### src/rtl/pwm_pkg.sv
package pwm_pkg;
    typedef enum logic [1:0] {
        MODE_EDGE   = 2'b00,
        MODE_CENTRE = 2'b01,
        MODE_BURST  = 2'b10,
        MODE_SINGLE = 2'b11
    } pwm_mode_e;

    typedef enum logic [1:0] {
        ST_IDLE = 2'b00,
        ST_UP   = 2'b01,
        ST_DOWN = 2'b10,
        ST_DONE = 2'b11
    } pwm_state_e;
endpackage

### src/rtl/pwm_prescaler.sv
module pwm_prescaler #(
    parameter int DIV = 64
) (
    input  logic clk,
    input  logic rst_n,
    input  logic clear,
    input  logic div_sel,
    output logic tick
);
    localparam int DW = (DIV > 1) ? $clog2(DIV) : 1;
    localparam logic [DW-1:0] LAST = DW'(DIV - 1);

    logic [DW-1:0] cnt;

    always_ff @(posedge clk or negedge rst_n) begin
        if (!rst_n)
            cnt <= '0;
        else if (clear || !div_sel)
            cnt <= '0;
        else if (cnt == LAST)
            cnt <= '0;
        else
            cnt <= cnt + DW'(1);
    end

    always_comb begin
        tick = !clear && (!div_sel || cnt == LAST);
    end
endmodule

### src/rtl/pwm_seq.sv
module pwm_seq
    import pwm_pkg::*;
#(
    parameter int CW = 16
) (
    input  logic          clk,
    input  logic          rst_n,
    input  logic          run,
    input  logic          tick,
    input  logic          irq_en,
    input  pwm_mode_e     mode_in,
    input  logic [CW-1:0] period_sh,
    input  logic [CW-1:0] width_sh,
    output pwm_state_e    state,
    output logic [CW-1:0] count,
    output logic [CW-1:0] period_act,
    output logic [CW-1:0] width_act,
    output pwm_mode_e     mode_act,
    output logic          irq
);
    localparam logic [CW-1:0] ONE = CW'(1);

    pwm_state_e    state_n;
    logic [CW-1:0] count_n;
    logic          start;
    logic          wrap;
    logic          load;

    always_comb begin
        state_n = state;
        count_n = count;
        start   = 1'b0;
        wrap    = 1'b0;
        unique case (state)
            ST_IDLE: begin
                if (run) begin
                    state_n = ST_UP;
                    count_n = '0;
                    start   = 1'b1;
                end
            end
            ST_UP: begin
                if (!run) begin
                    state_n = ST_IDLE;
                    count_n = '0;
                end else if (tick) begin
                    if (count != period_act) begin
                        count_n = count + ONE;
                    end else if (mode_act == MODE_CENTRE && period_act > ONE) begin
                        state_n = ST_DOWN;
                        count_n = count - ONE;
                    end else begin
                        count_n = '0;
                        wrap    = 1'b1;
                        if (mode_act == MODE_SINGLE)
                            state_n = ST_DONE;
                    end
                end
            end
            ST_DOWN: begin
                if (!run) begin
                    state_n = ST_IDLE;
                    count_n = '0;
                end else if (tick) begin
                    if (count <= ONE) begin
                        state_n = ST_UP;
                        count_n = '0;
                        wrap    = 1'b1;
                    end else begin
                        count_n = count - ONE;
                    end
                end
            end
            ST_DONE: begin
                count_n = '0;
                if (!run)
                    state_n = ST_IDLE;
            end
        endcase
        load = start || (wrap && state_n != ST_DONE);
    end

    // state register
    always_ff @(posedge clk or negedge rst_n) begin
        if (!rst_n)
            state <= ST_IDLE;
        else
            state <= state_n;
    end

    // count, active copies and interrupt
    always_ff @(posedge clk or negedge rst_n) begin
        if (!rst_n) begin
            count      <= '0;
            period_act <= '0;
            width_act  <= '0;
            mode_act   <= MODE_EDGE;
            irq        <= 1'b0;
        end else begin
            count <= count_n;
            irq   <= irq_en && wrap && state_n != ST_DONE;
            if (load) begin
                period_act <= period_sh;
                width_act  <= width_sh;
            end
            if (start)
                mode_act <= mode_in;
        end
    end
endmodule

### src/rtl/pwm_outstage.sv
module pwm_outstage
    import pwm_pkg::*;
#(
    parameter int CW = 16
) (
    input  logic          active,
    input  logic          out_en,
    input  logic          burst_gate,
    input  pwm_mode_e     mode_act,
    input  logic [CW-1:0] count,
    input  logic [CW-1:0] width_act,
    output logic          pwm_out
);
    logic on_phase;
    logic gate_ok;

    always_comb begin
        on_phase = count >= width_act;
        gate_ok  = (mode_act != MODE_BURST) || burst_gate;
        pwm_out  = active && out_en && on_phase && gate_ok;
    end
endmodule

### src/rtl/pwm_channel.sv
module pwm_channel
    import pwm_pkg::*;
#(
    parameter int CW  = 16,
    parameter int DIV = 64
) (
    input  logic          clk,
    input  logic          rst_n,
    input  logic          run,
    input  logic          out_en,
    input  logic          irq_en,
    input  logic [1:0]    mode,
    input  logic          div_sel,
    input  logic          period_wr,
    input  logic [CW-1:0] period_din,
    input  logic          width_wr,
    input  logic [CW-1:0] width_din,
    input  logic          burst_gate,
    output logic          pwm_out,
    output logic          period_irq,
    output logic          running,
    output logic [CW-1:0] count_out
);
    logic [CW-1:0] period_sh;
    logic [CW-1:0] width_sh;
    logic [CW-1:0] period_act;
    logic [CW-1:0] width_act;
    logic [CW-1:0] count;
    pwm_state_e    state;
    pwm_mode_e     mode_act;
    logic          tick;
    logic          halted;

    always_ff @(posedge clk or negedge rst_n) begin
        if (!rst_n) begin
            period_sh <= '0;
            width_sh  <= '0;
        end else begin
            if (period_wr) period_sh <= period_din;
            if (width_wr)  width_sh  <= width_din;
        end
    end

    always_comb begin
        halted    = (state == ST_IDLE) || (state == ST_DONE);
        running   = !halted;
        count_out = count;
    end

    pwm_prescaler #(.DIV(DIV)) u_presc (
        .clk     (clk),
        .rst_n   (rst_n),
        .clear   (halted),
        .div_sel (div_sel),
        .tick    (tick)
    );

    pwm_seq #(.CW(CW)) u_seq (
        .clk        (clk),
        .rst_n      (rst_n),
        .run        (run),
        .tick       (tick),
        .irq_en     (irq_en),
        .mode_in    (pwm_mode_e'(mode)),
        .period_sh  (period_sh),
        .width_sh   (width_sh),
        .state      (state),
        .count      (count),
        .period_act (period_act),
        .width_act  (width_act),
        .mode_act   (mode_act),
        .irq        (period_irq)
    );

    pwm_outstage #(.CW(CW)) u_out (
        .active     (running),
        .out_en     (out_en),
        .burst_gate (burst_gate),
        .mode_act   (mode_act),
        .count      (count),
        .width_act  (width_act),
        .pwm_out    (pwm_out)
    );
endmodule

### config.mk
export PLATFORM = sky130hd
export DESIGN_NAME = pwm_channel
export DESIGN_NICKNAME = d
export VERILOG_FILES = /design/src/rtl/pwm_pkg.sv /design/src/rtl/pwm_prescaler.sv /design/src/rtl/pwm_seq.sv /design/src/rtl/pwm_outstage.sv /design/src/rtl/pwm_channel.sv
export SDC_FILE = /design/constraint.sdc
export NUM_CORES = 1
export LEC_CHECK = 0
export CAP_MARGIN = 25
export CELL_PAD_IN_SITES_DETAIL_PLACEMENT = 0
export CELL_PAD_IN_SITES_GLOBAL_PLACEMENT = 1
export CORE_ASPECT_RATIO = 2
export CORE_MARGIN = 10
export CORE_UTILIZATION = 40
export CTS_CLUSTER_SIZE = 8
export DETAILED_ROUTE_END_ITERATION = 16
export DONT_BUFFER_PORTS = 1
export PLACE_DENSITY_LB_ADDON = 0.1
export SLEW_MARGIN = 20
export SYNTH_ARGS = -nofsm -noshare
export SYNTH_HDL_FRONTEND = slang
export SYNTH_SLANG_ARGS = --single-unit
export TNS_END_PERCENT = 5
### constraint.sdc
create_clock -name clk -period 5.35 [get_ports clk]
set_input_delay 0.535 -clock clk [delete_from_list [all_inputs] [get_ports clk]]
set_output_delay 0.535 -clock clk [all_outputs]
set_load 0.01 [all_outputs]
==> results.md <==
- Die area: 21000 sq um
- Hold Vio Cnt, Final: 0
- Worst R2R Start: u_seq.count[0]$_DFFE_PN0P_
- Later-pin clock latency in the skew report: 0.36 ns
- Area Overhead vs Synth: 6.81%
- VDD IR max: 0.225 mV
- Row cnt: 64
- CP Cell Sequence: inv_1 > ha_1 > nand2b_1 > a21o_1 > a21o_1 > a21o_1 > a21o_1 > a2111oi_0 > o21ai_0
- DRT antenna net count: 0
- Critical path's slowest cell: dfrtp_1
- Period minus WS final: 3.52 ns
- Critical Path Source Type: register
- Total vias in the final route: 5290
- Worst r2r dst: u_seq.width_act[1]$_DFFE_PN0P_
- Top-count cell post-synth: dfrtp_1
- Setup crit end: pwm_out
- P_leak: 0.00299 uW
- RSZ-0062 raised after global routing: false
- Reg2reg path depth: 9
- Primary FF master, synth: dfrtp_1
- Status: finished, final reports clean
- First-pass GRT wire length: 29.7 mm
- Clock Skew: 0.0111 ns
- WP data arrival: 2.98 ns
- Tcrit/Tclk final: 65.7%
- Cells after Synth: 673
- WHS: 0.0566 ns
- # setup viols final: 0
- Ranking of synthesized cells by area: dfrtp_1 37%, mux2_2 6.2%, ha_1 5.1%
- Slew Viols, Final: 0
- Slew of the pin with the lowest slew margin: 0.709 ns
- Post-Syn Nets: 741
- CP bufs+invs: 1
- Initial antenna violation count: 0
- Power Density: 439 nW/um^2
- CTS tree: done
- Cell repeated most along the worst path: a21o_1
- Cts bufs inserted: 9
- Largest family of logic cells by synthesized area: simple AND/OR/NAND/NOR gates
- Dpl cells: 819
- Total grt overflow: 0
- Yosys top cell by area: dfrtp_1
- CTS resizes: 0
- Power Total: 2880 uW
- Max stage delay on crit path: 0.60 ns
- Core area: 15200 sq um
- Final antenna diode count: 0
- Fin Setup TNS: 0 ns
- Mean post-synth cell area: 9.14 sq um
- Slew margin rel.: 52.3%
- Worst path depth: 9
- #FFs+latches synth: 91
- GPL Wtd Cong: 0.881
- Synth Area in Adders: 5.09%
- Tot GR Track Use: 17.8%
- Clock-pin slew on the worst setup and hold paths: 0.07 ns
- HPWL Detailed: 12.6 mm
- Synth cell count leaders: 91 x dfrtp_1, 58 x nand3_1, 48 x nand2_1
- Clk buf depth: 2
- DRT iter0 DRCs: 261
- Nets: 704
- Remaining DRCs: 0
- DIE WIDTH: 108 microns
- R2R setup slack: 1.92 ns
- Pin count of the biggest net entering global routing: 92
- Layout cell share with drive strength beyond 1: 12.3%
- Final Cell Area: 6570 sq um
- Synth warn: 0
- Initial core utilization: 40.4%
- Drt pass-1 iters: 5
- Sequential cell area fraction in the yosys report: 37.0%
- Max-Cap Viols: 0
- Number of synthesized flops with an enable pin: 0
- Detailed Route WL: 18.7 mm
- Simple logic cell fraction of the synthesized area: 20.9%
- Routed vias/inst: 6.31
- CP top delay family: compound AO/OA/AOI/OAI gates
- WL per Instance: 22.3 microns
- Area after DPL: 6160 sq um
- XOR/XNOR share of the synthesized area: 3.13%
- Die Y: 195 microns
- IO Pins: 62
- Cell area after synthesis: 6150 sq um
- Complex-gate fraction of the synthesized area: 20.4%
- Crit-path max FO: 11
- CTS sink count: 91
- Worst min-delay path category: input port to async pin
- Fmax: 284 MHz
- Mux share of post-synthesis cell area: 6.39%
- Buffers on Ports: 0
- CTS hold repair buffers: 1
- Crit end category: output pin
- Async SR Flop Fraction: 100%
- H-Tree Depth: 3
- Distinct cells, synth: 61
- Buffer count from post-CTS setup fixing: 0
- Clock root buffer: clkbuf_16
- Synth top area share: 37.0%
- Final cell count without fillers: 839
- Origin of the worst setup path: u_seq.count[0]$_DFFE_PN0P_
- Vias in the first global route: 5207
- Critical path type: register to output pin
- CP required: 4.82 ns
-- power breakdown --
group	switching [uW]	internal [uW]	total, uW
logic	661	409	1070
clock network	298	475	773
registers	190	849	1040
total	1150	1730	2880
-- metrics by stage --
stage | utilization [%] | worst slack (ns)
final | 43.2 | 1.83
after global routing | 43.2 | 1.66
after CTS | 43.0 | 1.76
after detailed placement | 40.5 | 1.90
after global placement | 40.4 | 1.96
after floorplan | - | 2.44
-- per-layer routing --
layer | share of wire (%) | track usage, % | vias to the layer above
met5 | 0 | 0 | -
met4 | 3.2 | 8.26 | 0
met3 | 4.8 | 3.50 | 30
met2 | 52 | 30.1 | 153
met1 | 40 | 20.7 | 2618
li1 | - | - | 2489
-- sequential cells by signal, summed over array words and instances (netlist names) --
register / cells
u_seq.irq: 1
u_seq.count: 16
u_presc.cnt: 6
u_seq.mode_act: 2
width_sh: 16
u_seq.period_act: 16
u_seq.state: 2
u_seq.width_act: 16
period_sh: 16
-- how the worst min path moves through the flow --
stage / endpoint / slack, ns / startpoint / cells past startpoint
2_1_floorplan: period_sh[0]$_DFFE_PN0P_ / 0.24 / rst_n / 0
3_3_place_gp: u_presc.cnt[3]$_DFF_PN0_ / 0.24 / rst_n / 0
3_5_place_dp: u_presc.cnt[3]$_DFF_PN0_ / 0.24 / rst_n / 0
4_1_cts: u_presc.cnt[4]$_DFF_PN0_ / 0.12 / rst_n / 1
5_1_grt: u_presc.cnt[5]$_DFF_PN0_ / 0.11 / rst_n / 1
6_report: u_presc.cnt[4]$_DFF_PN0_ / 0.06 / rst_n / 1
-- cell families after synthesis --
kind of cell / count (synthesis)
and+or+nand+nor: 239
xor gates and xnor gates: 22
AOI/OAI and AO/OA: 171
DFF: 91
buffers and inverters: 90
adders and majority gates: 25
muxes: 35
-- cells in the final DEF (no fill, tap or decap), types with 5 or more instances in the layout --
cell type  instances
a32o_1             7
a41o_1            17
nand4_1           23
o221ai_1           5
buf_4             12
nor4_1            10
a31oi_1           32
nor3_1            15
xnor2_1            5
nand2_1           48
a21o_1             9
xor2_1            17
clkbuf_16          9
and3_1            39
mux2_2            34
o31ai_1            6
a21oi_1           31
a32oi_1           15
ha_1              25
nor2_1            22
o21ai_0           15
inv_1             26
dfrtp_1           91
nor4_2             5
nand3_1           58
-- cell type report --
type | instances | area, sq um
Clock buffer | 10 | 239
Fill cell | 1515 | 8640
Tap cell | 198 | 248
Timing Repair Buffer | 15 | 140
Clock inverter | 6 | 116
Multi-Input combinational cell | 492 | 3450
Sequential cell | 91 | 2280
Inverter | 27 | 103
(Power assumes the default switching activity.)
